### config.mk
export PLATFORM = sky130hd
export DESIGN_NAME = dma_chan_regs
export DESIGN_NICKNAME = d
export VERILOG_FILES = /design/src/rtl/dma_chan_pkg.sv /design/src/rtl/chan_bus_dec.sv /design/src/rtl/chan_ctl_stat.sv /design/src/rtl/chan_cfg_regs.sv /design/src/rtl/dma_chan_regs.sv
export SDC_FILE = /design/constraint.sdc
export NUM_CORES = 1
export LEC_CHECK = 0
export BUFFER_PORTS_ARGS = -buffer_cell sky130_fd_sc_hd__buf_2
export CAP_MARGIN = 20
export CORE_ASPECT_RATIO = 0.8
export CORE_MARGIN = 1
export CORE_UTILIZATION = 40
export DETAILED_ROUTE_END_ITERATION = 8
export PLACE_DENSITY = 0.65
export SYNTH_ARGS = -nofsm -noshare
export SYNTH_HDL_FRONTEND = slang
export SYNTH_SLANG_ARGS = --single-unit
### constraint.sdc
create_clock -name clk_i -period 1.8 [get_ports clk_i]
set_input_delay 0.18 -clock clk_i [delete_from_list [all_inputs] [get_ports clk_i]]
set_output_delay 0.18 -clock clk_i [all_outputs]
set_load 0.02 [all_outputs]
### src/rtl/dma_chan_pkg.sv
package dma_chan_pkg;
  localparam int REG_AW  = 3;
  localparam int B_RUN   = 15;
  localparam int B_PAUSE = 14;
  localparam int B_FLUSH = 13;
  localparam int B_WAKE  = 12;
  localparam int B_DEAD  = 11;
  localparam int B_ACT   = 10;
  localparam int DEV_W   = 4;

  typedef enum logic [REG_AW-1:0] {
    A_CTRL = 3'd0,
    A_STAT = 3'd1,
    A_ISEL = 3'd2,
    A_BSEL = 3'd3,
    A_WSEL = 3'd4,
    A_CPTR = 3'd5
  } reg_idx_e;
endpackage

### src/rtl/chan_bus_dec.sv
module chan_bus_dec
  import dma_chan_pkg::*;
#(
  parameter int DW   = 32,
  parameter int AW   = 3,
  parameter int SZW  = 3,
  parameter int NSEL = 3
) (
  input  logic           clk_i,
  input  logic           rst_ni,
  input  logic           req_i,
  input  logic           we_i,
  input  logic [AW-1:0]  addr_i,
  input  logic [SZW-1:0] size_i,
  input  logic [DW-1:0]  status_i,
  input  logic [DW-1:0]  cptr_i,
  input  logic [DW-1:0]  sel_i [NSEL],
  output logic           ctrl_we_o,
  output logic           stat_we_o,
  output logic           cptr_we_o,
  output logic [NSEL-1:0] sel_we_o,
  output logic [DW-1:0]  rdata_o,
  output logic           rvalid_o
);
  localparam int ACC_BYTES = DW / 8;
  localparam int SEL_BASE  = int'(A_ISEL);

  logic acc_ok, wr, rd;
  logic [DW-1:0] rd_mux;

  assign acc_ok    = req_i && (size_i == SZW'(ACC_BYTES));
  assign wr        = acc_ok && we_i;
  assign rd        = acc_ok && !we_i;
  assign ctrl_we_o = wr && (addr_i == AW'(A_CTRL));
  assign stat_we_o = wr && (addr_i == AW'(A_STAT));
  assign cptr_we_o = wr && (addr_i == AW'(A_CPTR));

  for (genvar g = 0; g < NSEL; g++) begin : g_sel_we
    assign sel_we_o[g] = wr && (addr_i == AW'(SEL_BASE + g));
  end

  always_comb begin
    rd_mux = '0;
    if (addr_i == AW'(A_CTRL) || addr_i == AW'(A_STAT)) rd_mux = status_i;
    else if (addr_i == AW'(A_CPTR)) rd_mux = cptr_i;
    for (int k = 0; k < NSEL; k++) begin
      if (addr_i == AW'(SEL_BASE + k)) rd_mux = sel_i[k];
    end
  end

  always_ff @(posedge clk_i or negedge rst_ni) begin
    if (!rst_ni) begin
      rdata_o  <= '0;
      rvalid_o <= 1'b0;
    end else begin
      rvalid_o <= rd;
      if (rd) rdata_o <= rd_mux;
    end
  end
endmodule

### src/rtl/chan_ctl_stat.sv
module chan_ctl_stat
  import dma_chan_pkg::*;
#(
  parameter int DW = 32
) (
  input  logic          clk_i,
  input  logic          rst_ni,
  input  logic          ctrl_we_i,
  input  logic          stat_we_i,
  input  logic [DW-1:0] wdata_i,
  input  logic          flush_done_i,
  input  logic          seq_fetch_i,
  input  logic          seq_stop_i,
  input  logic          seq_kill_i,
  output logic [DW-1:0] status_o,
  output logic          flush_req_o,
  output logic          start_o
);
  localparam int HW = DW / 2;

  logic [DW-1:0] status_q, st;
  logic [HW-1:0] msk, val;
  logic do_flush, kick, wake_wr;

  assign msk = wdata_i[DW-1:HW];
  assign val = wdata_i[HW-1:0];
  assign wake_wr = msk[B_WAKE] && val[B_WAKE];

  always_comb begin
    st       = status_q;
    do_flush = 1'b0;
    kick     = 1'b0;
    // hardware events first, a same-cycle control write lands on top
    if (flush_done_i) st[B_FLUSH] = 1'b0;
    if (seq_fetch_i)  st[B_WAKE]  = 1'b0;
    if (seq_stop_i)   st[B_ACT]   = 1'b0;
    if (seq_kill_i) begin
      st[B_DEAD] = 1'b1;
      st[B_ACT]  = 1'b0;
    end
    if (ctrl_we_i) begin
      if (msk[B_RUN]) begin
        st[B_RUN] = val[B_RUN];
        if (!val[B_RUN]) st[B_DEAD] = 1'b0;
      end
      if (wake_wr && st[B_RUN]) st[B_WAKE] = 1'b1;
      if (msk[B_PAUSE]) st[B_PAUSE] = val[B_PAUSE];
      if (msk[B_FLUSH] && val[B_FLUSH]) begin
        st[B_FLUSH] = 1'b1;
        do_flush    = 1'b1;
      end
      if (st[B_PAUSE] || !st[B_RUN]) begin
        st[B_ACT] = 1'b0;
        do_flush  = 1'b1;
      end else if (msk[B_RUN] || msk[B_PAUSE] || wake_wr) begin
        st[B_ACT] = 1'b1;
      end
      kick = st[B_ACT];
    end
    if (stat_we_i) st[DEV_W-1:0] = wdata_i[DEV_W-1:0];
  end

  always_ff @(posedge clk_i or negedge rst_ni) begin
    if (!rst_ni) begin
      status_q    <= '0;
      flush_req_o <= 1'b0;
      start_o     <= 1'b0;
    end else begin
      status_q    <= st;
      flush_req_o <= do_flush;
      start_o     <= kick;
    end
  end

  assign status_o = status_q;
endmodule

### src/rtl/chan_cfg_regs.sv
module chan_cfg_regs #(
  parameter int DW      = 32,
  parameter int NSEL    = 3,
  parameter int PTR_LSB = 4
) (
  input  logic            clk_i,
  input  logic            rst_ni,
  input  logic [DW-1:0]   wdata_i,
  input  logic            cptr_we_i,
  input  logic [NSEL-1:0] sel_we_i,
  input  logic            active_i,
  output logic [DW-1:0]   cptr_o,
  output logic [DW-1:0]   sel_o [NSEL]
);
  always_ff @(posedge clk_i or negedge rst_ni) begin
    if (!rst_ni) cptr_o <= '0;
    else if (cptr_we_i && !active_i)
      cptr_o <= {wdata_i[DW-1:PTR_LSB], {PTR_LSB{1'b0}}};
  end

  for (genvar g = 0; g < NSEL; g++) begin : g_sel
    always_ff @(posedge clk_i or negedge rst_ni) begin
      if (!rst_ni) sel_o[g] <= '0;
      else if (sel_we_i[g]) sel_o[g] <= wdata_i;
    end
  end
endmodule

### src/rtl/dma_chan_regs.sv
module dma_chan_regs
  import dma_chan_pkg::*;
#(
  parameter int DW      = 32,
  parameter int AW      = 3,
  parameter int SZW     = 3,
  parameter int PTR_LSB = 4
) (
  input  logic           clk_i,
  input  logic           rst_ni,
  input  logic           req_i,
  input  logic           we_i,
  input  logic [AW-1:0]  addr_i,
  input  logic [SZW-1:0] size_i,
  input  logic [DW-1:0]  wdata_i,
  output logic [DW-1:0]  rdata_o,
  output logic           rvalid_o,
  input  logic           flush_done_i,
  input  logic           seq_fetch_i,
  input  logic           seq_stop_i,
  input  logic           seq_kill_i,
  output logic           flush_req_o,
  output logic           start_o,
  output logic [DW-1:0]  status_o,
  output logic [DW-1:0]  cmd_ptr_o,
  output logic [DW-1:0]  intr_sel_o,
  output logic [DW-1:0]  br_sel_o,
  output logic [DW-1:0]  wait_sel_o
);
  localparam int NSEL = 3;

  logic ctrl_we, stat_we, cptr_we;
  logic [NSEL-1:0] sel_we;
  logic [DW-1:0] sel [NSEL];

  chan_bus_dec #(.DW(DW), .AW(AW), .SZW(SZW), .NSEL(NSEL)) i_dec (
    .clk_i, .rst_ni, .req_i, .we_i, .addr_i, .size_i,
    .status_i (status_o),
    .cptr_i   (cmd_ptr_o),
    .sel_i    (sel),
    .ctrl_we_o(ctrl_we),
    .stat_we_o(stat_we),
    .cptr_we_o(cptr_we),
    .sel_we_o (sel_we),
    .rdata_o, .rvalid_o
  );

  chan_ctl_stat #(.DW(DW)) i_ctl (
    .clk_i, .rst_ni,
    .ctrl_we_i(ctrl_we),
    .stat_we_i(stat_we),
    .wdata_i,
    .flush_done_i, .seq_fetch_i, .seq_stop_i, .seq_kill_i,
    .status_o, .flush_req_o, .start_o
  );

  chan_cfg_regs #(.DW(DW), .NSEL(NSEL), .PTR_LSB(PTR_LSB)) i_cfg (
    .clk_i, .rst_ni, .wdata_i,
    .cptr_we_i(cptr_we),
    .sel_we_i (sel_we),
    .active_i (status_o[B_ACT]),
    .cptr_o   (cmd_ptr_o),
    .sel_o    (sel)
  );

  assign intr_sel_o = sel[0];
  assign br_sel_o   = sel[1];
  assign wait_sel_o = sel[2];
endmodule

==> results.sh <==
export IMPL_synthesis_instances=546
export IMPL_synth_fa_ha_area_frac=0
export IMPL_number_of_failing_setup_endpoints_in_the_final_timing_report=0
export IMPL_grt_start_max_net_pins=52
export IMPL_syn_area_per_cell_um2=14.0
export IMPL_max_stage_delay_ps=460
export IMPL_synth_simple_area_share=0.0407
export IMPL_power_switching_share=0.275
export IMPL_grt_overflow_total=0
export IMPL_number_of_global_route_vias_before_repair=5714
export IMPL_setup_repair_after_global_routing_missed_its_margin="no"
export IMPL_skew_ps=8.00
export IMPL_timing_critical_path_from_type="flop"
export IMPL_worstSetupPathType="reg -> reg"
export IMPL_combinational_family_with_the_most_area_after_synthesis="multiplexers"
export IMPL_routabilityCongestion=0.860
export IMPL_antenna_cells_inserted=0
export IMPL_post_synth_top_count_cell="dfrtp_1"
export IMPL_ys_flop_type="dfrtp_1"
export IMPL_mappedNetlistArea_mm2=0.00762
export IMPL_worst_ir_drop_vdd_uv=544
export IMPL_placement_io_buffers=214
export IMPL_routedWlPerCell_um=20.0
export IMPL_yosysUniqueCellTypes=40
export IMPL_synth_edff_count=0
export IMPL_crit_path_cell_trace="nor4_4 -> buf_4 -> mux2_2"
export IMPL_ys_ff_latch=169
export IMPL_worst_path_max_fanout=16
export IMPL_detailedPlace_worstSlack_ps=103
export IMPL_clock_sinks=169
export IMPL_final_fill_count=1581
export IMPL_floorplan_initialDensity=0.414
export IMPL_synth_xor_area_share=0
export IMPL_number_of_cts_inserted_buffers=17
export IMPL_ratio_of_final_minimum_period_to_clock_period=0.881
export IMPL_clk_pin_slew_ps=70
export IMPL_postRouteAntennaNets=0
export IMPL_yosys_area_top_type="dfrtp_1"
export IMPL_detail_route_iter0_violations=323
export IMPL_netlist_top_cells_count="dfrtp_1 (169), mux2_2 (130), mux2i_1 (55), buf_4 (27), o22ai_1 (23)"
export IMPL_timing_final_max_slew_violations=0
export IMPL_drive_gt1_frac=0.522
export IMPL_ys_warnings_count=0
export IMPL_dp_hpwl_um=14500
export IMPL_final_setup_worst_slack_ps=214
export IMPL_run_status="completed"
export IMPL_reg2reg_depth=3
export IMPL_cp_data_required_time_ps=2100
export IMPL_power_internal_w=0.00704
export IMPL_switching_power_w=0.00267
export IMPL_pwr_share_clk=0.397
export IMPL_whs_path_depth=2
export IMPL_hold_viol=0
export IMPL_hp_class="in -> reg"
export IMPL_power_share_combinational=0.157
export IMPL_cp_arrival_ps=1890
export IMPL_num_io_pins=241
export IMPL_slowest_stage="dfrtp_1"
export IMPL_tritoncts="yes"
export IMPL_cts_max_path_buffers=2
export IMPL_peak_clock_frequency_supported_by_timing_ghz=0.630
export IMPL_cp_end_kind="flop"
export IMPL_root_buffer_selected_by_cts="clkbuf_16"
export IMPL_num_vias=5472
export IMPL_worst_skew_pair_late_latency_ps=420
export IMPL_antenna_violations_before_repair=0
export IMPL_cts_setup_buffers=0
export IMPL_area_growth_pct=26.6
export IMPL_holdWs_ps=24.4
export IMPL_drt_pass1_iterations=6
export IMPL_mux_cell_area_share_after_synthesis=0.297
export IMPL_ys_async_sr_fraction=1.00
export IMPL_netlist_area_leader_share=0.555
export IMPL_post_route_drc_count=0
export IMPL_floorplan_die_width_um=156
export IMPL_grtUsageTotal=0.219
export IMPL_synth_compound_area_frac=0.0570
export IMPL_row_count=44
export IMPL_grt_pass1_wl_um=32500
export IMPL_nets=818
export IMPL_fin_tns_setup_ps=0
export IMPL_static_leakage_nw=5.24
export IMPL_share_seq_of_total_power=0.447
export IMPL_layout_min_cycle_time_ps=1590
export IMPL_cellPowerDensity_mw_per_mm2=1010
export IMPL_fp_dieArea_mm2=0.0196
export IMPL_max_cap_violations=0
export IMPL_fp_dieH_um=125
export IMPL_clock_tree_htree_level_count=4
export IMPL_synth_top_cells_by_area="dfrtp_1 (56%), mux2_2 (19%), mux2i_1 (7.2%)"
export IMPL_floorplan_core_area_mm2=0.0184
export IMPL_drt_wl_total_um=20700
export IMPL_routed_via_density=5.28
export IMPL_seq_area_frac_synth=0.555
critical path, delay by kind of cell, from the launching register on:
kind | cells | cell delay [ps]
mux | 1 | 370
simple gates | 1 | 310
flops | 1 | 460
buf+inv | 1 | 310
power by group through the flow:
stage | sequential, W | combinational (W) | clock (W)
after floorplan | 0.00472 | 0.000569 | 0
after global placement | 0.00438 | 0.00149 | 0
after detailed placement | 0.00440 | 0.00153 | 0
after CTS | 0.00434 | 0.00154 | 0.00394
after global routing | 0.00438 | 0.00164 | 0.00410
final | 0.00434 | 0.00152 | 0.00385
flip-flops by register name, indices dropped and copies added, names as in the netlist:
signal and flops:
i_ctl.status_o 10, i_cfg.sel_o 96, i_cfg.cptr_o 28, i_ctl.start_o 1, i_ctl.flush_req_o 1, i_dec.rvalid_o 1
i_dec.rdata_o 32
worst paths after layout:
check	startpoint	endpoint	slack (ps)
max	i_ctl.status_o[10]$_DFF_PN0_	i_cfg.cptr_o[10]$_DFFE_PN0P_	210
min in group asynchronous	rst_ni	i_cfg.sel_o[34]$_DFFE_PN0P_	270
min reg2reg	i_dec.rdata_o[7]$_DFFE_PN0P_	i_dec.rdata_o[7]$_DFFE_PN0P_	500
min	wdata_i[21]	i_cfg.cptr_o[21]$_DFFE_PN0P_	20
max in group asynchronous	rst_ni	i_cfg.sel_o[15]$_DFFE_PN0P_	820
max reg2reg	i_ctl.status_o[10]$_DFF_PN0_	i_cfg.cptr_o[10]$_DFFE_PN0P_	210
layout by cell type, fill, tap and decap left out, types with 3 or more instances in the layout:
| cell type | n |
|---|---|
| and3b_1 | 6 |
| a211o_1 | 5 |
| clkbuf_16 | 17 |
| o32a_1 | 6 |
| mux2_2 | 130 |
| nand2_1 | 4 |
| mux2i_1 | 55 |
| bufinv_16 | 4 |
| dfrtp_1 | 169 |
| o21ai_0 | 6 |
| o22ai_1 | 23 |
| nor2_1 | 18 |
| a211oi_1 | 5 |
| conb_1 | 26 |
| a2bb2oi_1 | 4 |
| dlygate4sd3_1 | 3 |
| buf_12 | 4 |
| mux2_1 | 22 |
| o31ai_1 | 6 |
| clkinvlp_4 | 5 |
| buf_2 | 212 |
| buf_4 | 22 |
cell type report:
type	instances	area, um^2	area share
Inverter	3	11.3	0.00117
Clock inverter	11	171	0.0178
Tap cell	253	317	0.0328
Multi-Input combinational cell	339	3120	0.323
Sequential cell	169	4230	0.439
Clock buffer	20	447	0.0463
Timing Repair Buffer	242	1350	0.140
repair_timing:
item / in CTS / in global routing
hold endpoints to repair: 47 / 0
hold buffers: 3 / 0
resized for setup: 0 / 0
kinds of logic after synthesis:
kind of cell           count (synthesis)
flip-flops                           169
other                                  1
AND/OR/NAND/NOR                       46
buffers and inverters                 63
AO/OA/AOI/OAI                         60
multiplexers                         207
routing by layer:
metal  track usage  wire (um)  up-vias  share of wire
li1              -          -     2407              -
met1         0.295       9420     2824           0.46
met2         0.347       9580      214           0.46
met3        0.0527       1300       27          0.063
met4        0.0732        385        0          0.019
met5             0          0        -              0
through the flow:
step | util | cells | cell area [um^2] | total power, W
2_1_floorplan | - | 571 | 7710 | 0.00529
3_3_place_gp | 0.489 | 1003 | 8990 | 0.00588
3_5_place_dp | 0.489 | 1003 | 8990 | 0.00593
4_1_cts | 0.524 | 1037 | 9640 | 0.00981
5_1_grt | 0.524 | 1037 | 9640 | 0.0101
6_report | 0.524 | 1037 | 9640 | 0.00972
No activity file was read; power rests on OpenSTA's default activity.
